<file path="config.mk">
export PLATFORM = sky130hd
export DESIGN_NAME = regslv_top
export DESIGN_NICKNAME = d
export VERILOG_FILES = /design/src/rtl/regslv_pkg.sv /design/src/rtl/hs_sync.sv /design/src/rtl/hs_ctrl.sv /design/src/rtl/irq_bank.sv /design/src/rtl/regslv_top.sv
export SDC_FILE = /design/constraint.sdc
export NUM_CORES = 1
export LEC_CHECK = 0
export CORE_MARGIN = 10
export CORE_UTILIZATION = 46
export DETAILED_ROUTE_END_ITERATION = 6
export PLACE_DENSITY_LB_ADDON = 0.3
export SLEW_MARGIN = 40
export SYNTH_ARGS = -nofsm -noshare
export SYNTH_HDL_FRONTEND = slang
export SYNTH_SLANG_ARGS = --single-unit
</file>
<file path="constraint.sdc">
create_clock -name clk -period 2.13 [get_ports clk]
set_input_delay 0.426 -clock clk [delete_from_list [all_inputs] [get_ports clk]]
set_output_delay 0.426 -clock clk [all_outputs]
set_load 0.02 [all_outputs]
</file>
<file path="src/rtl/regslv_pkg.sv">
package regslv_pkg;

    localparam int ADDR_W = 4;
    localparam int DATA_W = 8;

    typedef enum logic [ADDR_W-1:0] {
        A_INS_CTL  = 4'h0,
        A_INS_STS  = 4'h1,
        A_INS_IS   = 4'h2,
        A_INS_IE   = 4'h3,
        A_INS_OH   = 4'h4,
        A_EXT_CTL  = 4'h5,
        A_EXT_STS  = 4'h6,
        A_EXT_IS   = 4'h7,
        A_EXT_IE   = 4'h8,
        A_EXT_OH   = 4'h9,
        A_MARK_HI  = 4'hA,
        A_MARK_LO  = 4'hB
    } reg_addr_e;

    typedef enum logic {
        HS_IDLE = 1'b0,
        HS_HOLD = 1'b1
    } hs_state_e;

    // Interrupt status address of half h (0 = insert, 1 = extract)
    function automatic reg_addr_e is_addr_of(input int h);
        return (h == 0) ? A_INS_IS : A_EXT_IS;
    endfunction

endpackage

</file>
<file path="src/rtl/hs_sync.sv">
module hs_sync #(
    parameter int STAGES = 2
) (
    input  logic clk,
    input  logic rst,
    input  logic d,
    output logic q
);
    logic [STAGES-1:0] chain;

    generate
        for (genvar i = 0; i < STAGES; i++) begin : g_stage
            if (i == 0) begin : g_first
                always_ff @(posedge clk) begin
                    if (rst) chain[0] <= 1'b0;
                    else     chain[0] <= d;
                end
            end else begin : g_next
                always_ff @(posedge clk) begin
                    if (rst) chain[i] <= 1'b0;
                    else     chain[i] <= chain[i-1];
                end
            end
        end
    endgenerate

    assign q = chain[STAGES-1];
endmodule

</file>
<file path="src/rtl/hs_ctrl.sv">
module hs_ctrl
    import regslv_pkg::*;
(
    input  logic clk,
    input  logic rst,
    input  logic sel_s,
    output logic fire,
    output logic rel,
    output logic ack
);
    hs_state_e state;

    assign fire = (state == HS_IDLE) && sel_s;
    assign rel  = (state == HS_HOLD) && !sel_s;

    always_ff @(posedge clk) begin
        if (rst) begin
            state <= HS_IDLE;
            ack   <= 1'b0;
        end else if (fire) begin
            state <= HS_HOLD;
            ack   <= 1'b1;
        end else if (rel) begin
            state <= HS_IDLE;
            ack   <= 1'b0;
        end
    end

    assert_ack_hold_R3: assert property (@(posedge clk) disable iff (rst)
        (ack && sel_s) |=> ack);
    assert_ack_drop_R3: assert property (@(posedge clk) disable iff (rst)
        (ack && !sel_s) |=> !ack);
    assert_ack_needs_sel_R3: assert property (@(posedge clk) disable iff (rst)
        $rose(ack) |-> $past(sel_s));
endmodule

</file>
<file path="src/rtl/irq_bank.sv">
module irq_bank #(
    parameter int EVT_W = 2
) (
    input  logic             clk,
    input  logic             rst,
    input  logic [EVT_W-1:0] evt,
    input  logic             clr,
    output logic [EVT_W-1:0] is_q
);
    always_ff @(posedge clk) begin
        if (rst)      is_q <= '0;
        else if (clr) is_q <= evt;
        else          is_q <= is_q | evt;
    end

    assert_event_kept_R8: assert property (@(posedge clk) disable iff (rst)
        (|evt) |=> ((is_q & $past(evt)) == $past(evt)));
    assert_clear_R6: assert property (@(posedge clk) disable iff (rst)
        (clr && evt == '0) |=> (is_q == '0));
endmodule

</file>
<file path="src/rtl/regslv_top.sv">
module regslv_top
    import regslv_pkg::*;
#(
    parameter int MARK_W      = 5,
    parameter int OH_W        = 2,
    parameter int EVT_W       = 2,
    parameter int SYNC_STAGES = 2
) (
    input  logic              clk,
    input  logic              rst,
    input  logic              sel,
    input  logic              rd_nwr,
    input  logic [ADDR_W-1:0] addr,
    input  logic [DATA_W-1:0] wdata,
    output logic [DATA_W-1:0] rdata,
    output logic              ack,
    output logic              irq,
    input  logic              ins_sync_st,
    input  logic              ext_sync_st,
    input  logic [EVT_W-1:0]  ins_evt,
    input  logic [EVT_W-1:0]  ext_evt,
    input  logic [OH_W-1:0]   ext_oh_in,
    output logic              ins_enable,
    output logic              ext_enable,
    output logic [OH_W-1:0]   ins_oh,
    output logic [MARK_W-1:0] mark_hi,
    output logic [MARK_W-1:0] mark_lo
);
    localparam int HALVES = 2;

    logic sel_s, fire, rel, wr, rdc;
    logic [EVT_W-1:0] ie_q  [HALVES];
    logic [EVT_W-1:0] is_q  [HALVES];
    logic [EVT_W-1:0] evt_v [HALVES];
    logic [DATA_W-1:0] rd_val, rdata_q;
    reg_addr_e a_e;

    assign a_e      = reg_addr_e'(addr);
    assign evt_v[0] = ins_evt;
    assign evt_v[1] = ext_evt;

    hs_sync #(.STAGES(SYNC_STAGES)) i_sync (
        .clk(clk), .rst(rst), .d(sel), .q(sel_s)
    );

    hs_ctrl i_ctrl (
        .clk(clk), .rst(rst), .sel_s(sel_s),
        .fire(fire), .rel(rel), .ack(ack)
    );

    assign wr  = fire && !rd_nwr;
    assign rdc = fire && rd_nwr;

    generate
        for (genvar h = 0; h < HALVES; h++) begin : g_half
            logic clr_h;
            assign clr_h = rdc && (a_e == is_addr_of(h));
            irq_bank #(.EVT_W(EVT_W)) i_bank (
                .clk(clk), .rst(rst), .evt(evt_v[h]),
                .clr(clr_h), .is_q(is_q[h])
            );
        end
    endgenerate

    // Writable registers
    always_ff @(posedge clk) begin
        if (rst) begin
            ins_enable <= 1'b0;
            ext_enable <= 1'b0;
            ie_q[0]    <= '0;
            ie_q[1]    <= '0;
            ins_oh     <= '0;
            mark_hi    <= '0;
            mark_lo    <= '0;
        end else if (wr) begin
            case (a_e)
                A_INS_CTL: ins_enable <= wdata[0];
                A_EXT_CTL: ext_enable <= wdata[0];
                A_INS_IE:  ie_q[0]    <= wdata[EVT_W-1:0];
                A_EXT_IE:  ie_q[1]    <= wdata[EVT_W-1:0];
                A_INS_OH:  ins_oh     <= wdata[OH_W-1:0];
                A_MARK_HI: mark_hi    <= wdata[MARK_W-1:0];
                A_MARK_LO: mark_lo    <= wdata[MARK_W-1:0];
                default: ;
            endcase
        end
    end

    always_comb begin
        case (a_e)
            A_INS_CTL: rd_val = DATA_W'(ins_enable);
            A_INS_STS: rd_val = DATA_W'(ins_sync_st);
            A_INS_IS:  rd_val = DATA_W'(is_q[0]);
            A_INS_IE:  rd_val = DATA_W'(ie_q[0]);
            A_INS_OH:  rd_val = DATA_W'(ins_oh);
            A_EXT_CTL: rd_val = DATA_W'(ext_enable);
            A_EXT_STS: rd_val = DATA_W'(ext_sync_st);
            A_EXT_IS:  rd_val = DATA_W'(is_q[1]);
            A_EXT_IE:  rd_val = DATA_W'(ie_q[1]);
            A_EXT_OH:  rd_val = DATA_W'(ext_oh_in);
            A_MARK_HI: rd_val = DATA_W'(mark_hi);
            A_MARK_LO: rd_val = DATA_W'(mark_lo);
            default:   rd_val = '0;
        endcase
    end

    always_ff @(posedge clk) begin
        if (rst)       rdata_q <= '0;
        else if (rdc)  rdata_q <= rd_val;
        else if (rel)  rdata_q <= '0;
    end

    assign rdata = rdata_q;
    assign irq   = |(is_q[0] & ie_q[0]) || |(is_q[1] & ie_q[1]);

    assert_rdata_idle_R4: assert property (@(posedge clk) disable iff (rst)
        !ack |-> (rdata == '0));
    assert_single_access_R5: assert property (@(posedge clk) disable iff (rst)
        (ack && $past(ack)) |-> !fire);
endmodule

</file>
; ---- After elaboration in Yosys (flattened, before gate mapping)
; Memory sizes are Yosys's and may differ from the RTL's.
; Index checks and enable logic that the tools add are counted.
; W data, S select, Z words.
[op_classes]
muxes = 19
eq_ne = 11
n_reduce_logical = 19
n_bitwise = 7
[ops]
columns = cell, count
row1 = $pmux W5 S12, 1
row2 = $eq A4 B3 Y1 const B, 4
row3 = $eq A4 B4 Y1 const B, 4
row4 = $mux W8, 2
row5 = $mux W1, 12
row6 = $reduce_and A2 Y1, 5
row7 = $eq A4 B2 Y1 const B, 2
row8 = $mux W2, 4
row9 = $logic_and A1 B1 Y1, 6
row10 = $and A2 B2 Y2, 2
row11 = $eq A4 B1 Y1 const B, 1
row12 = $logic_not A4 Y1, 1
row13 = $or A2 B2 Y2, 2
row14 = $reduce_bool A2 Y1, 2
row15 = $reduce_or A2 Y1, 2
row16 = $logic_not A1 Y1, 2
row17 = $or A1 B1 Y1, 2
row18 = $logic_or A1 B1 Y1, 1
row19 = $not A1 Y1, 1
[totals]
mem_count = 1
register_bits = 29
input_bits = 24
wordCells = 68
ram_bits = 4
[memory_table]
columns = memory, depth, word_bits, read_ports, rd_clocked_by_memory_dff, wr, line_no
row1 = ie_q, 2, 2, 2, 0, 2, regslv_top.sv:32  ; logic [EVT_W-1:0] ie_q [HALVES];

; ---- Depth between registers and ports, before layout
; Gate-level depths: netlist of run 1.
[logic_depth]
ltp_word = 7
mapped_depth = 6
mapped_depth_nobuf = 6

; ---- Modules after synthesis
; A second synthesis of run 1 with hierarchy kept.
[hier_totals]
hier_cells = 162
hier_area_um2 = 1574.0
[modules_own_cells]
columns = mod, area_each_um2, cells_each, instances
row1 = regslv_top, 1315.0, 135, 1
row2 = irq_bank, 70.1, 8, 2
row3 = hs_ctrl, 66.3, 7, 1
row4 = hs_sync, 52.6, 4, 1

; ---- Least setup slack after synthesis of run 1
; Ideal clock, no wire load.
[synth_path]
path_kind = register to register
startpoint = register i_ctrl.ack (netlist name)
endpoint = register rdata_q[0], in the netlist rdata[0]
setup_time_ns = 0.086
slack_ns = 0.543
path_buffers = 0
path_stages_with_launch = 7
synth_period_minus_slack_ns = 1.587
arrival_time_ns = 1.500
required_ns = 2.044
path_cell_list = dfxtp_1 > inv_1 > ha_1 > and2_1 > nor2_1 > nand2_1 > a221oi_2
[synth_rtl]
columns = element, line_no
row1 = end signal: assignment, regslv_top.sv:109  ; else if (rdc) rdata_q <= rd_val;
row2 = end: declaration, regslv_top.sv:35  ; logic [DATA_W-1:0] rd_val, rdata_q;

==> reports/results.ini, run 1 <==
[setup_path]
start_kind=register
endpoint_kind=output port
worstPathMaxFanout=2
path_buf_inv=1
arrival_ns=1.55
critical-path-top-delay-family=buffers and inverters
crit_required_ns=1.70
worst-setup-path-type=register to output port
cp_slowest_stage_delay_ns=0.54
slowest_stage=clkdlybuf4s50_1
crit_chain=a22oi_1 -> nand2_1 -> clkdlybuf4s50_1

[final_layout]
antenna_cells=0
layout.nets=234
area_growth_pct=34.9
final_common_cell=clkdlybuf4s50_1
n_fill_cell=275
drive_gt1_frac=0.105
layout_common_cells=41 x clkdlybuf4s50_1, 26 x dfxtp_1, 22 x nor2_1

[floorplanning]
die_area_um2=5980
fp.coreArea_um2=3100
pin_count=48
num_rows=20
initial_core_util=0.487
chipHeight_um=77.3
die_width_um=77.3

[power_and_ir_drop]
p_comb_frac=0.141
p_leak_nw=0.832
cellPowerDensity_nw_per_um2=521
p_clk_frac=0.302
internal_power_mw=0.782
swShare=0.264
seqPwrFrac=0.557
switchingPower_mw=0.281
ir_worst_vdd_mv=0.454
power_mw=1.06

[sta]
setup_viol=0
whs_ns=0.458
drv_slew=0
tns_ns=0
period_minus_slack_ns=1.97
rsz0062_at_grt=no
finClkSkew_ns=0.00722
period_share=0.926
hold_viol=0
fmaxAchievable_ghz=0.507

[detailed_routing]
detail-route-antenna-nets=0
drc=0
wl_per_cell_um=16.3
drt-initial-drc-count=115
first_pass_iters=5
vias_per_cell=5.28
drt-total-wl_um=4120
vias=1336

[grt]
grt_use_total=0.139
antenna_found_initial=0
grt_max_degree=30
grt_pass1_wl_um=6690
grt_pass1_vias=1327
overflow=0

[clock_network]
cts_buffer_depth=2
ctsResizeCount=0
cts_tree=done
clock_latency_ns=0.33
cts_buffers=5
cts-root-buf=clkbuf_4
postCtsHoldBufs=0
cts_max_level=2
clk_pin_slew_ns=0.09
post_cts.repair.setup_buffers=0
cts.sinks=30

[synth]
yosysSeqAreaShare=0.424
syn_area_per_cell_um2=9.39
synth_top_family_by_area=simple AND/OR/NAND/NOR gates
synth.top_cell.area_share=0.344
synth-simple-area-share=0.221
synth_area_leaders=dfxtp_1 34%, mux2i_1 12%, edfxtp_1 7.9%
synthArstFlopShare=0
synth_area_um2=1510
synth_compound_area_frac=0.142
post-synth-top-area-cell=dfxtp_1
synthAdderAreaFrac=0.0166
synth-seq-cells=30
muxShareOfSynthArea=0.127
postSynthCellCount=161
synth_edf_count=4
ys_warn_count=0
synth_cell_types=42
synth-xor-area-share=0
synth_ff_type=dfxtp_1

[placed_design]
gp_congestion=0.998
io_buffers=41
dp_hpwl_um=3120

[min_path]
min_path_type=register to register

[outcome]
status=finished, final reports clean

[job]
max_cap_viol_count=0

-- sequential cells by signal (all words and copies together) (netlist names) --
| signal | flops |
|---|---|
| ext_enable | 1 |
| mark_lo | 5 |
| rdata | 5 |
| ins_oh | 2 |
| g_half.i_bank.is_q | 4 |
| i_ctrl.ack | 1 |
| i_sync.q | 1 |
| ie_q | 4 |
| mark_hi | 5 |
| i_sync.chain | 1 |
| ins_enable | 1 |
-- final cells by class --
class                           count  area [um2]  share of cell area
Inverter                            5        18.8             0.00921
Timing Repair Buffer               51         498               0.244
Sequential cell                    30         641               0.314
Tap cell                           44        55.1              0.0270
Multi-Input combinational cell    115         776               0.381
Clock buffer                        6        41.3              0.0203
Clock inverter                      2        8.76             0.00430
-- per-stage QoR --
| stage | cell area, um2 | util | setup WS, ns | instances |
|---|---|---|---|---|
| global route | 2040 | 0.657 | 0.0447 | 253 |
| detailed placement | 1990 | 0.641 | 0.0100 | 245 |
| global placement | 1990 | 0.641 | 0.0202 | 245 |
| CTS | 2040 | 0.657 | 0.138 | 253 |
| floorplan | 1520 | - | 0.543 | 163 |
| finish | 2040 | 0.657 | 0.158 | 253 |
-- metal layers --
| layer | global-route usage | up-vias | wire length, um |
|---|---|---|---|
| li1 | - | 662 | - |
| met1 | 0.167 | 621 | 1820 |
| met2 | 0.217 | 47 | 1960 |
| met3 | 0.0571 | 6 | 288 |
| met4 | 0.0529 | 0 | 46 |
| met5 | 0 | - | 0 |
-- Yosys cell counts (2+ instances only) --
cell       instances
a21oi_1           10
dfxtp_1           26
nand4_1            2
nand3_1            7
nor2b_1            6
a2bb2oi_1          3
clkbuf_1           3
buf_4              4
a22oi_1            3
inv_1              5
buf_6              2
edfxtp_1           4
nand3b_1           2
nand2_1           11
buf_2              4
and2_1             3
mux2i_1           18
nor2_1            22
ha_1               2
nand4b_1           2
-- cells by family after synthesis --
kind of cell | Yosys count
AOI/OAI and AO/OA | 28
adders and majority gates | 2
buffers and inverters | 18
DFF | 30
muxes | 19
other | 1
and+or+nand+nor | 63
-- path summary, 6_finish.rpt --
kind                    from         end  slack [ns]  cells past startpoint
max               ie_q[0][1]         irq        0.16                      3
min          i_sync.chain[0]    i_sync.q        0.46                      1
max reg2reg       i_ctrl.ack  mark_lo[3]        0.48                      7
min reg2reg  i_sync.chain[0]    i_sync.q        0.46                      1
-- power groups by stage --
stage	Sequential, mW	Combinational [mW]	Clock (mW)
after floorplan	0.603	0.0818	0
after global placement	0.604	0.146	0
after detailed placement	0.604	0.149	0
after CTS	0.591	0.150	0.328
after global routing	0.593	0.163	0.350
final	0.591	0.150	0.321
-- worst reg2reg max path, stage by stage, from the launching register on --
cell and delay [ns]:
dfxtp_1 0.35, inv_1 0.07, ha_1 0.19, nor2b_1 0.33
nand4_1 0.20, buf_4 0.20, mux2i_1 0.16, nor2_1 0.05
Power figures use the tool's default switching activity.
==> run 2, diff against run 1 <==
- CORE_UTILIZATION: 46 -> 40
==> run 2 against run 1 <==
- global-route usage decreased by 1.2 points
- die area is 11% higher
- sequential share of layout area decreased by 0.95 points
- sequential cell count unchanged
- sequential power is essentially flat
- largest cell class unchanged
==> reports/results.ini, run 2 (synthesized netlist as in run 1, its figures left out) <==
[floorplanning]
num_rows=22  ; +10%
pin_count=48  ; unchanged
initial_core_util=0.413  ; -0.0742
die_width_um=81.5  ; +5.4%
die_area_um2=6640  ; +11%
fp.coreArea_um2=3660  ; +18%
chipHeight_um=81.5  ; +5.4%

[detailed_routing]
vias=1357  ; +1.6%
drt-total-wl_um=4070  ; -1.2%
vias_per_cell=5.24  ; -0.78%
wl_per_cell_um=15.7  ; -3.5%
drc=0  ; unchanged
detail-route-antenna-nets=0  ; unchanged
drt-initial-drc-count=67  ; -42%
first_pass_iters=4  ; -1

[clock_network]
ctsResizeCount=0  ; unchanged
postCtsHoldBufs=0  ; unchanged
cts_buffer_depth=2  ; unchanged
cts_max_level=2  ; unchanged
clock_latency_ns=0.28  ; -0.05 ns
cts_tree=done
clk_pin_slew_ns=0.06  ; -0.03 ns
cts-root-buf=clkbuf_8
cts_buffers=5  ; unchanged
post_cts.repair.setup_buffers=0  ; unchanged
cts.sinks=30  ; unchanged

[placed_design]
dp_hpwl_um=3250  ; +4.3%
placed_cell_area_um2=2020  ; +1.4%
io_buffers=41  ; unchanged
gp_congestion=0.876  ; -12%

[sta]
fmaxAchievable_ghz=0.524  ; +3.3%
period_minus_slack_ns=1.91  ; -0.0634 ns
period_share=0.896  ; -0.0298
finClkSkew_ns=0.0100  ; +0.00283 ns
drv_slew=0  ; unchanged
tns_ns=0  ; unchanged
rsz0062_at_grt=no
hold_viol=0  ; unchanged
setup_viol=0  ; unchanged

[power_and_ir_drop]
internal_power_mw=0.919  ; +18%
p_leak_nw=0.862  ; +3.6%
p_comb_frac=0.130  ; -0.011
ir_worst_vdd_mv=0.351  ; -23%
seqPwrFrac=0.497  ; -0.060
switchingPower_mw=0.274  ; -2.5%
cellPowerDensity_nw_per_um2=567  ; +8.9%
swShare=0.229  ; -0.0348
p_clk_frac=0.373  ; +0.071

[setup_path]
worstPathMaxFanout=2  ; unchanged
endpoint_kind=output port
rr_endpoint=mark_lo[0]
r2r_cells=7  ; unchanged
r2r_setup_slack_ns=0.47  ; about the same
crit_required_ns=1.70  ; about the same
arrival_ns=1.48  ; -0.07 ns
start_kind=register
r2r_start=i_ctrl.ack
worst-setup-path-type=register to output port

[outcome]
status=finished, final reports clean

[final_layout]
layout_common_cells=41 x clkdlybuf4s50_1, 26 x dfxtp_1, 22 x nor2_1
fin_util=0.574  ; -0.0827
final_common_cell=clkdlybuf4s50_1
area_growth_pct=39.1
fin_area_um2=2100  ; +3.1%
antenna_cells=0  ; unchanged
drive_gt1_frac=0.118  ; +0.0132
layout.nets=237  ; +1.3%

[grt]
antenna_found_initial=0  ; unchanged
grt_pass1_wl_um=6490  ; -3.0%
grt_max_degree=21  ; -30%
grt_pass1_vias=1351  ; +1.8%
grt_use_total=0.127  ; -0.0123
overflow=0  ; unchanged

[min_path]
hold_end=i_sync.q
min_path_type=register to register
hold_path_startpoint=i_sync.chain[0]
hold_depth=1  ; unchanged

[job]
max_cap_viol_count=0  ; unchanged

==> run 2: changes by cell type in the layout (fill, tap and decap cells not counted) <==
cell	delta
clkbuf_4	-5
clkbuf_8	+6
clkinv_2	-1
buf_4	+3
clkinv_1	-1
==> run 2: critical path: stages (launching register included) <==
cell and delay (ns):
edfxtp_1 0.40, a22oi_1 0.19, nand2_1 0.07, clkdlybuf4s50_1 0.55
==> run 2: area by class of cell <==
class	count	area (um2)
inverter	5	18.8
multi-input combinational	115	776
sequential	30	641
clock buffer	7	86.3
fill	337	1560
timing repair buffer	54	520
tap	48	60.1
==> run 2: how the worst max path moves through the flow <==
| stage | startpoint | end | slack, ns | cells after the start |
|---|---|---|---|---|
| floorplan | i_ctrl.ack | rdata[0] | 0.54 | 6 |
| global placement | addr[0] | rdata[0] | 0.13 | 5 |
| detailed placement | addr[0] | rdata[0] | 0.08 | 5 |
| CTS | ie_q[0][3] | irq | 0.22 | 3 |
| global route | ie_q[0][3] | irq | 0.15 | 3 |
| finish | ie_q[0][1] | irq | 0.22 | 3 |
==> run 2: routing by layer <==
layer | global-route usage | share of wire
met1 | 0.146 | 0.41
met2 | 0.205 | 0.47
met3 | 0.0546 | 0.10
met4 | 0.0467 | 0.012
met5 | 0 | 0
==> run 2: through the flow <==
| step | std cells | worst slack (ns) | total power [mW] | hold slack, ns |
|---|---|---|---|---|
| floorplan | 163 | 0.543 | 0.685 | 0.414 |
| global placement | 252 | 0.125 | 0.756 | 0.435 |
| detailed placement | 252 | 0.0815 | 0.759 | 0.432 |
| CTS | 259 | 0.215 | 1.20 | 0.447 |
| global route | 259 | 0.154 | 1.25 | 0.462 |
| finish | 259 | 0.222 | 1.19 | 0.442 |
==> run 2: power by group through the flow <==
stage                     Sequential, mW  Combinational (mW)  Clock, mW
final                              0.593               0.155      0.445
after global routing               0.594               0.168      0.487
after CTS                          0.593               0.154      0.455
after detailed placement           0.605               0.154          0
after global placement             0.604               0.151          0
after floorplan                    0.603              0.0818          0
==> run 3, diff against run 2 <==
- ABC_CLOCK_PERIOD_IN_PS: unset -> 2130
==> results of run 3 <==
The final DEF is identical to that of run 2; final timing and power are the same.
